===== src/rtl/pwr_mode_pkg.sv =====
// Shared types for the power-mode sequencer.
// Assumes the mode codes are visible at the top port, so they stay fixed.
package pwr_mode_pkg;

    typedef enum logic [2:0] {
        PM_ACTIVE  = 3'd0,
        PM_STANDBY = 3'd1,
        PM_STOP    = 3'd2,
        PM_WATCH   = 3'd3,
        PM_SUBACT  = 3'd4
    } pm_mode_e;

    typedef struct packed {
        logic main_osc;
        logic sub_osc;
        logic clk_main;
        logic cpu_run;
        logic adc_on;
    } pm_enables_t;

    // Enable pattern for a mode; hold=1 while the stabilization wait runs.
    function automatic pm_enables_t enables_for(input pm_mode_e m, input logic hold);
        pm_enables_t e;
        e = '0;
        case (m)
            PM_ACTIVE: begin
                e.main_osc = 1'b1;
                e.sub_osc  = 1'b1;
                e.clk_main = !hold;
                e.cpu_run  = !hold;
                e.adc_on   = !hold;
            end
            PM_STANDBY: begin
                e.main_osc = 1'b1;
                e.sub_osc  = 1'b1;
                e.clk_main = 1'b1;
            end
            PM_WATCH: begin
                e.sub_osc  = 1'b1;
            end
            PM_SUBACT: begin
                e.sub_osc  = 1'b1;
                e.cpu_run  = 1'b1;
            end
            default: e = '0;
        endcase
        return e;
    endfunction

endpackage


===== src/rtl/pms_next_mode.sv =====
// Next-mode decision for the power-mode sequencer.
// Purely combinational. System reset wins over everything. While the
// stabilization wait runs in active mode, other events are ignored.
// load_wait requests a fresh load of the stabilization counter.
module pms_next_mode
    import pwr_mode_pkg::*;
(
    input  pm_mode_e cur_mode,
    input  logic     holding,
    input  logic     sys_reset,
    input  logic     wake_pin,
    input  logic     stop_instr,
    input  logic     standby_instr,
    input  logic     wake_irq,
    input  logic     watch_sel,
    input  logic     stay_slow,
    input  logic     direct_wake,
    output pm_mode_e nxt_mode,
    output logic     load_wait
);

    // Transition table with reset priority.
    always_comb begin
        nxt_mode  = cur_mode;
        load_wait = 1'b0;
        if (sys_reset) begin
            nxt_mode  = PM_ACTIVE;
            load_wait = 1'b1;
        end else begin
            case (cur_mode)
                PM_ACTIVE: begin
                    if (!holding) begin
                        if (stop_instr) begin
                            nxt_mode = watch_sel ? PM_WATCH : PM_STOP;
                        end else if (standby_instr) begin
                            nxt_mode = PM_STANDBY;
                        end
                    end
                end
                PM_STANDBY: begin
                    if (wake_irq) begin
                        nxt_mode = PM_ACTIVE;
                    end
                end
                PM_STOP: begin
                    if (wake_pin) begin
                        nxt_mode  = PM_ACTIVE;
                        load_wait = 1'b1;
                    end
                end
                PM_WATCH: begin
                    if (wake_irq) begin
                        if (stay_slow) begin
                            nxt_mode = PM_SUBACT;
                        end else begin
                            nxt_mode  = PM_ACTIVE;
                            load_wait = 1'b1;
                        end
                    end
                end
                PM_SUBACT: begin
                    if (stop_instr || standby_instr) begin
                        if (direct_wake && !stay_slow) begin
                            nxt_mode  = PM_ACTIVE;
                            load_wait = 1'b1;
                        end else begin
                            nxt_mode = PM_WATCH;
                        end
                    end
                end
                default: begin
                    nxt_mode  = PM_ACTIVE;
                    load_wait = 1'b1;
                end
            endcase
        end
    end

endmodule


===== src/rtl/pms_stab_counter.sv =====
// Oscillator-stabilization down-counter.
// load samples len and starts the wait. busy stays high until the
// count has passed zero. done pulses in the last busy cycle. A load
// while busy restarts the wait.
module pms_stab_counter #(
    parameter int STAB_W = 8
) (
    input  logic              clk,
    input  logic              rst_n,
    input  logic              load,
    input  logic [STAB_W-1:0] len,
    output logic              busy,
    output logic              done
);

    logic [STAB_W-1:0] cnt_q;
    logic              busy_q;

    // Load, count down, and drop busy after the zero cycle.
    always_ff @(posedge clk) begin
        if (!rst_n) begin
            cnt_q  <= '0;
            busy_q <= 1'b0;
        end else if (load) begin
            cnt_q  <= len;
            busy_q <= 1'b1;
        end else if (busy_q) begin
            if (cnt_q == '0) begin
                busy_q <= 1'b0;
            end else begin
                cnt_q <= cnt_q - 1'b1;
            end
        end
    end

    // Terminal-count pulse, suppressed by a restart.
    always_comb begin
        done = busy_q && (cnt_q == '0) && !load;
    end

    assign busy = busy_q;

endmodule


===== src/rtl/pms_sub_divider.sv =====
// Subactive instruction tick generator.
// Counts only while run is high and restarts at zero otherwise.
// The tick period is FAST_DIV cycles when fast=1 and twice that when
// fast=0.
module pms_sub_divider #(
    parameter int FAST_DIV = 2
) (
    input  logic clk,
    input  logic rst_n,
    input  logic run,
    input  logic fast,
    output logic tick
);

    localparam int SLOW_DIV = 2 * FAST_DIV;
    localparam int CW       = (SLOW_DIV > 1) ? $clog2(SLOW_DIV) : 1;
    localparam logic [CW-1:0] FAST_LAST = CW'(FAST_DIV - 1);
    localparam logic [CW-1:0] SLOW_LAST = CW'(SLOW_DIV - 1);

    logic [CW-1:0] cnt_q;
    logic [CW-1:0] last;

    // Pick the wrap value from the speed bit.
    always_comb begin
        last = fast ? FAST_LAST : SLOW_LAST;
    end

    // Count while running, wrapping at the selected period.
    always_ff @(posedge clk) begin
        if (!rst_n || !run) begin
            cnt_q <= '0;
        end else if (cnt_q >= last) begin
            cnt_q <= '0;
        end else begin
            cnt_q <= cnt_q + 1'b1;
        end
    end

    // One tick per period.
    always_comb begin
        tick = run && (cnt_q == last);
    end

endmodule


===== src/rtl/pwr_mode_seq.sv =====
// Power-mode sequencer top.
// Holds the current mode and the subactive speed bit. Decodes the
// clock and oscillator enables from them. Assumes all inputs are
// synchronous to clk and that instruction strobes last one cycle.
module pwr_mode_seq
    import pwr_mode_pkg::*;
#(
    parameter int STAB_W   = 8,
    parameter int FAST_DIV = 2
) (
    input  logic              clk,
    input  logic              rst_n,
    input  logic              sys_reset,
    input  logic              wake_pin,
    input  logic              stop_instr,
    input  logic              standby_instr,
    input  logic              tmr_irq,
    input  logic              ext_irq,
    input  logic              watch_sel,
    input  logic              stay_slow,
    input  logic              direct_wake,
    input  logic              spd_wr,
    input  logic              spd_data,
    input  logic [STAB_W-1:0] stab_len,
    output logic [2:0]        mode_o,
    output logic              main_osc_en,
    output logic              sub_osc_en,
    output logic              clk_sel_main,
    output logic              cpu_clk_en,
    output logic              adc_en,
    output logic              stab_busy,
    output logic              stab_done,
    output logic              spd_sel,
    output logic              sub_tick
);

    pm_mode_e    mode_q;
    pm_mode_e    mode_d;
    logic        load_wait;
    logic        busy;
    logic        spd_q;
    logic        wake_irq;
    pm_enables_t en;

    // Either interrupt source can wake.
    always_comb begin
        wake_irq = tmr_irq | ext_irq;
    end

    pms_next_mode u_next (
        .cur_mode      (mode_q),
        .holding       (busy),
        .sys_reset     (sys_reset),
        .wake_pin      (wake_pin),
        .stop_instr    (stop_instr),
        .standby_instr (standby_instr),
        .wake_irq      (wake_irq),
        .watch_sel     (watch_sel),
        .stay_slow     (stay_slow),
        .direct_wake   (direct_wake),
        .nxt_mode      (mode_d),
        .load_wait     (load_wait)
    );

    pms_stab_counter #(.STAB_W(STAB_W)) u_stab (
        .clk   (clk),
        .rst_n (rst_n),
        .load  (load_wait),
        .len   (stab_len),
        .busy  (busy),
        .done  (stab_done)
    );

    pms_sub_divider #(.FAST_DIV(FAST_DIV)) u_div (
        .clk   (clk),
        .rst_n (rst_n),
        .run   (mode_q == PM_SUBACT),
        .fast  (spd_q),
        .tick  (sub_tick)
    );

    // Mode register.
    always_ff @(posedge clk) begin
        if (!rst_n) begin
            mode_q <= PM_ACTIVE;
        end else begin
            mode_q <= mode_d;
        end
    end

    // Speed bit, writable only in active mode with the clock released.
    always_ff @(posedge clk) begin
        if (!rst_n) begin
            spd_q <= 1'b0;
        end else if (spd_wr && (mode_q == PM_ACTIVE) && !busy) begin
            spd_q <= spd_data;
        end
    end

    // Enable decode from the mode and the wait state.
    always_comb begin
        en = enables_for(mode_q, busy);
    end

    assign mode_o       = mode_q;
    assign main_osc_en  = en.main_osc;
    assign sub_osc_en   = en.sub_osc;
    assign clk_sel_main = en.clk_main;
    assign cpu_clk_en   = en.cpu_run;
    assign adc_en       = en.adc_on;
    assign stab_busy    = busy;
    assign spd_sel      = spd_q;

endmodule


===== config.mk =====
export PLATFORM = sky130hd
export DESIGN_NAME = pwr_mode_seq
export DESIGN_NICKNAME = d
export VERILOG_FILES = /design/src/rtl/pwr_mode_pkg.sv /design/src/rtl/pms_next_mode.sv /design/src/rtl/pms_stab_counter.sv /design/src/rtl/pms_sub_divider.sv /design/src/rtl/pwr_mode_seq.sv
export SDC_FILE = /design/constraint.sdc
export NUM_CORES = 1
export LEC_CHECK = 0
export ABC_AREA = 1
export BUFFER_PORTS_ARGS = -buffer_cell sky130_fd_sc_hd__buf_2
export CORE_MARGIN = 10
export CORE_UTILIZATION = 30
export CTS_CLUSTER_DIAMETER = 200
export DETAILED_ROUTE_END_ITERATION = 6
export PLACE_DENSITY = 0.49
export RECOVER_POWER = 50
export SLEW_MARGIN = 5
export SYNTH_ARGS = -nofsm -noshare
export SYNTH_HDL_FRONTEND = slang
export SYNTH_HIERARCHICAL = 1
export SYNTH_SLANG_ARGS = --single-unit

===== constraint.sdc =====
create_clock -name clk -period 2.1 [get_ports clk]
set_input_delay 0.525 -clock clk [delete_from_list [all_inputs] [get_ports clk]]
set_output_delay 0.525 -clock clk [all_outputs]
set_load 0.1 [all_outputs]

==> metrics.csv, run 1 <==
stage,metric,value,unit
outcome,status,finished with violations,
outcome,violations,negative setup slack,
cells_and_area,fill_cells,385,
global_routing,grt_pass1_wl,5.18,mm
logic_synthesis,synthTopCellsByArea,"dfxtp_1, nand2_1, inv_1",
worst_setup_path,crit_path_end_kind,output pin,
logic_synthesis,synth-seq-cells,15,
place,place_inst,265,
sta,fin_crit,2200,ps
logic_synthesis,synth-main-ff-cell,dfxtp_1,
route,viasPerCell,4.65,
run,max_cap_viol_count,0,
die,die_x,80.4,um
sta,fin_crit_sh,1.05,
cts,clk_path_buf_depth,2,
global_routing,antenna_found_initial,0,
route,first_pass_iters,4,
cts,cts_max_level,1,
die,die_y,80.4,um
global_routing,grt_pass1_vias,1185,
global_routing,track_usage,0.0970,
global_routing,grt_max_degree,12,
logic_synthesis,synth-seq-area-share,0.274,
die,rows,21,
cells_and_area,final_cell_mix,"nand2_1, inv_1, nor2_1",
logic_synthesis,syn_nets,207,
sta,hold_ws,492,ps
route,post-route-drc-count,0,
logic_synthesis,yosysWarningCount,6,
cells_and_area,fin_cells,271,
place,portBuffers,32,
power,power.density,645,mW/mm^2
die,io_pins,33,
cts,tritoncts,built,
sta,fmax,454,MHz
place,dp_hpwl,2.58,mm
worst_setup_path,cp-start-kind,input port,
logic_synthesis,synth_top_area_share,0.274,
sta,setup_violations,2,
route,ant_nets,0,
logic_synthesis,syn_avg_cell_area,5.99,sq um
cells_and_area,drive_above_1_share,0.302,
cells_and_area,final_common_cell,nand2_1,
cts,path_clk_slew,60,ps
logic_synthesis,synth_area_leader_cell,dfxtp_1,
cts,cts_hold_buf,0,
logic_synthesis,synth-async-reset-ratio,0,
sta,tightest_slew,542,ps
cts,root_buffer,clkbuf_8,
die,dieArea,0.00647,sq mm
sta,slew-limit-headroom,0.640,
worst_setup_path,crit_type,in -> out,
logic_synthesis,netlist_instances,183,
global_routing,gr-total-overflow,0,
power,leakagePower,0.788,nW
logic_synthesis,synth_area,0.00110,sq mm
sta,setup_ws,-103,ps
cells_and_area,fin_util,0.456,
route,wl_per_cell,11.6,um
worst_setup_path,worstPathArrival,1680,ps
cts,cts_sinks,15,
route,drt_iter0_drc,75,
route,vias,1261,
sta,hold_viol_final,0,
logic_synthesis,synth.distinct_cells,23,
route,wirelength,3.14,mm
sta,rsz0062_at_grt,yes,
cts,numCtsBuffers,3,
cells_and_area,antennaDiodeCount,0,
sta,finalMaxSlewViolations,0,
min_path,min_path_type,reg -> reg,
cts,insertion_delay,240,ps
die,initial_core_util,0.318,
power,peakVddDrop,431,uV
sta,fin_worst_skew,5.05,ps
worst_setup_path,cp_max_fo,3,
logic_synthesis,synth_edf_count,0,
die,core_area,0.00344,sq mm
cells_and_area,syn_to_final_growth,43.3,%
place,routabilityCongestion,0.847,
cells_and_area,fin_nets,250,
worst_setup_path,required,1570,ps
## critical path, cell delays in order
cell	delay, ps
buf_6	90
or2_4	240
inv_2	50
nor2_1	30
nand4_1	60
nand4_1	170
clkinv_4	90
nand2_4	50
nor3_4	150
buf_12	200
## cells in the mapped netlist (3+ instances only)
cell,number
o21ai_0,5
ha_1,3
a21oi_1,11
nor2_4,3
nor3_1,4
nand2_1,42
nand3_1,14
nand4_1,8
dfxtp_1,15
inv_1,34
nor2_1,27
xor2_1,3
## power breakdown
part	leakage [nW]	switching (mW)	internal, mW
sequential	0.126	0.0353	0.305
clock	0.0255	0.0976	0.131
combinational	0.637	0.298	0.146
total	0.788	0.431	0.582
## layout make-up
type | instances | area (sq um) | share of cell area
sequential | 15 | 314 | 0.200
inverter | 36 | 140 | 0.0892
multi-input combinational | 131 | 718 | 0.457
tap | 46 | 57.6 | 0.0367
clock buffer | 3 | 41.3 | 0.0263
timing repair buffer | 39 | 294 | 0.187
clock inverter | 1 | 5.00 | 0.00319
## state kept, by name, indices dropped and copies added (netlist names)
| register | cells |
|---|---|
| mode_o | 3 |
| spd_sel | 1 |
| u_div/cnt_q | 2 |
| u_stab/busy | 1 |
| u_stab/cnt_q | 8 |
## worst paths after layout
check / startpoint / slack, ps / endpoint / depth (start not counted)
setup / recovery: ext_irq / -100 / stab_done / 10
hold / removal: u_stab/cnt_q[0]$_SDFFE_PN0P_ / 490 / u_stab/cnt_q[0]$_SDFFE_PN0P_ / 2
setup reg to reg: mode_o[1]$_SDFF_PN0_ / 220 / u_stab/cnt_q[3]$_SDFFE_PN0P_ / 10
hold reg to reg: u_stab/cnt_q[0]$_SDFFE_PN0P_ / 490 / u_stab/cnt_q[0]$_SDFFE_PN0P_ / 2
## timing repair
action	CTS	global route
buffers inserted	1	1
setup endpoints to repair	2	1
pin swaps	0	1
gates resized for setup	2	1
## logic make-up after synthesis
family          after synthesis  synth area share
xor+xnor                      3            0.0240
buf+inv                      37             0.128
flops                        15             0.274
simple gates                104             0.430
fa+ha+maj                     3            0.0343
compound gates               21             0.110
## metal layers
layer | vias up | track usage | routed length [um]
met1 | 569 | 0.115 | 1370
li1 | 660 | - | -
met4 | 0 | 0.0264 | 14
met3 | 2 | 0.0379 | 251
met2 | 30 | 0.158 | 1510
met5 | - | 0 | 0
## through the flow
step	cell area, sq um	setup slack (ps)	setup TNS (ps)	total power [mW]
floorplan	1190	-451	-1140	0.666
global placement	1510	-138	-188	0.784
detailed placement	1510	-171	-329	0.790
CTS	1570	-154	-154	1.03
global route	1570	-179	-276	1.08
finish	1570	-103	-139	1.01
No activity file was read; power rests on OpenSTA's default activity.
==> run 2: changes to the inputs <==
BUFFER_PORTS_ARGS = not set   (was -buffer_cell sky130_fd_sc_hd__buf_2)
CELL_PAD_IN_SITES_DETAIL_PLACEMENT = 0   (was not set)
CELL_PAD_IN_SITES_GLOBAL_PLACEMENT = 2   (was not set)
CORE_UTILIZATION = 28   (was 30)
DONT_BUFFER_PORTS = 1   (was not set)
PLACE_DENSITY = 0.7   (was 0.49)
==> run 2 against run 1 <==
  * The flow still finishes with violations (negative setup slack)
  * Via count decreased by 6.6%
  * Largest power group unchanged
  * Worst hold slack got worse by 120 ps
  * Final cell count decreased by 4.8%
  * Final area decreased by 0.96%
  * Sequential share of layout area increased by 0.19 points
  * Combinational power increased by 3%
  * Worst setup slack improved by 88 ps
  * Flip-flop and latch count unchanged
==> metrics.csv, run 2 (synthesis gave the netlist of run 1 again) <==
stage,metric,value,unit,change
route,wl_per_cell,12.5,um,+7.6%
sta,rsz0062_at_grt,yes,,
cells_and_area,fin_util,0.419,,-0.0377
outcome,violations,negative setup slack,,
place,portBuffers,0,,-100%
cts,numCtsBuffers,3,,unchanged
power,power.density,664,mW/mm^2,+2.8%
sta,setup_ws,-14.3,ps,+88.4 ps
die,rows,22,,+4.8%
place,place_inst,248,,-6.4%
die,initial_core_util,0.295,,-0.0235
worst_setup_path,cp_max_fo,2,,-1
worst_setup_path,crit_path_end_kind,output pin,,
die,io_pins,33,,unchanged
worst_setup_path,required,1570,ps,about the same
global_routing,grt_pass1_vias,1210,,+2.1%
sta,slew-limit-headroom,0.771,,+0.131
global_routing,gr-total-overflow,0,,unchanged
power,peakVddDrop,264,uV,-39%
cells_and_area,fill_cells,401,,+4.2%
die,core_area,0.00372,sq mm,+8.0%
power,leakagePower,0.746,nW,-5.3%
power,seqPwrFrac,0.322,,-0.014
sta,hold_ws,373,ps,-119 ps
power,intPower,591,uW,+1.5%
place,pre_cts_slack,-48.4,ps,+123 ps
sta,fmax,473,MHz,+4.2%
sta,hold_viol_final,0,,unchanged
sta,finalMaxSlewViolations,0,,unchanged
cells_and_area,final_cell_mix,"nand2_1, inv_1, nor2_1",,
route,wirelength,3.22,mm,+2.5%
die,dieArea,0.00682,sq mm,+5.3%
sta,tightest_slew,344,ps,-199 ps
power,comb_power_share,0.443,,+0.004
cts,root_buffer,clkbuf_8,,
place,routabilityCongestion,0.819,,-3.3%
cts,insertion_delay,250,ps,about the same
worst_setup_path,worstPathArrival,1590,ps,-90 ps
cells_and_area,drive_above_1_share,0.267,,-0.0356
sta,fin_crit,2110,ps,-88.4 ps
cells_and_area,syn_to_final_growth,41.9,%,
global_routing,track_usage,0.101,,+0.00402
cts,clk_path_buf_depth,2,,unchanged
die,die_x,82.6,um,+2.6%
power,p_sw,442,uW,+2.4%
cts,cts_max_level,1,,unchanged
route,first_pass_iters,4,,unchanged
outcome,status,finished with violations,,
cells_and_area,largest_reg_flops,8,,unchanged
route,post-route-drc-count,0,,unchanged
place,dp_hpwl,2.58,mm,-0.19%
power,switching_share,0.428,,+0.00232
cells_and_area,multiInputGateArea,736,sq um,+2.4%
cts,path_clk_slew,60,ps,about the same
route,drt_iter0_drc,57,,-24%
run,max_cap_viol_count,0,,unchanged
cells_and_area,final_common_cell,nand2_1,,
min_path,min_path_type,in -> reg,,
route,ant_nets,0,,unchanged
cells_and_area,fin_nets,235,,-6.0%
cells_and_area,fin_cells,258,,-4.8%
cells_and_area,antennaDiodeCount,0,,unchanged
power,power_frac_clock,0.236,,+0.010
cells_and_area,top_register,u_stab/cnt_q,,
cells_and_area,seqCellArea,314,sq um,unchanged
global_routing,antenna_found_initial,0,,unchanged
cts,cts_sinks,15,,unchanged
route,vias,1178,,-6.6%
global_routing,grt_max_degree,12,,unchanged
die,die_y,82.6,um,+2.6%
cts,tritoncts,built,,
sta,fin_worst_skew,6.42,ps,+1.36 ps
worst_setup_path,cp-start-kind,input port,,
worst_setup_path,crit_type,in -> out,,
sta,setup_violations,1,,-1
sta,fin_crit_sh,1.01,,-0.0421
route,viasPerCell,4.57,,-1.9%
global_routing,grt_pass1_wl,5.45,mm,+5.2%
## run 2: cell types whose count changed in the layout (fill, tap and decap cells not counted), sizes merged
cell and delta:
buf -15
## run 2: worst paths after layout
path	from	cells past startpoint	endpoint	slack, ps
hold / removal	rst_n	2	mode_o[0]$_SDFF_PN0_	370
setup / recovery	ext_irq	9	stab_done	-10
setup reg to reg	mode_o[1]$_SDFF_PN0_	11	u_stab/cnt_q[3]$_SDFFE_PN0P_	210
hold reg to reg	u_stab/cnt_q[0]$_SDFFE_PN0P_	2	u_stab/cnt_q[0]$_SDFFE_PN0P_	500
## run 2: timing repair
| action | 4_1_cts | 5_1_grt |
|---|---|---|
| hold endpoints to repair | 0 | 0 |
| setup buffers | 4 | 3 |
| endpoints found under the setup margin | 1 | 9 |
| cloned | 0 | 0 |
| resized for setup | 1 | 5 |
| hold buffers | 0 | 0 |
| pin swaps | 2 | 3 |
## run 2: power groups by stage
stage	registers [mW]	clock network (mW)	logic, mW
2_1_floorplan	0.383	0	0.283
3_3_place_gp	0.341	0	0.438
3_5_place_dp	0.340	0	0.442
4_1_cts	0.334	0.255	0.454
5_1_grt	0.336	0.268	0.496
6_report	0.332	0.244	0.457
## run 2: stage by stage
| stage | cell area [sq um] | total power [mW] | setup TNS (ps) |
|---|---|---|---|
| 2_1_floorplan | 1190 | 0.666 | -1140 |
| 3_3_place_gp | 1450 | 0.779 | -27.3 |
| 3_5_place_dp | 1450 | 0.783 | -48.4 |
| 4_1_cts | 1530 | 1.04 | -67.6 |
| 5_1_grt | 1560 | 1.10 | -146 |
| 6_report | 1560 | 1.03 | -14.3 |
## run 2: per-layer routing
metal / part of all wire / track usage
met4: 0.0053 / 0.0301
met5: 0 / 0
met1: 0.40 / 0.105
met3: 0.081 / 0.0400
met2: 0.51 / 0.183
## run 2: cell type report
cell class / count / area share
timing repair buffer: 24 / 0.167
clock inverter: 1 / 0.00322
multi-input combinational: 131 / 0.473
inverter: 36 / 0.0901
sequential: 15 / 0.202
clock buffer: 3 / 0.0265
tap: 48 / 0.0386
## run 2: worst max-delay path, stage by stage
cell,delay (ps)
or2_4,230
inv_2,50
nor2_1,30
nand4_1,60
nand4_1,190
clkinv_4,90
nand2_4,50
nor3_4,150
buf_12,200
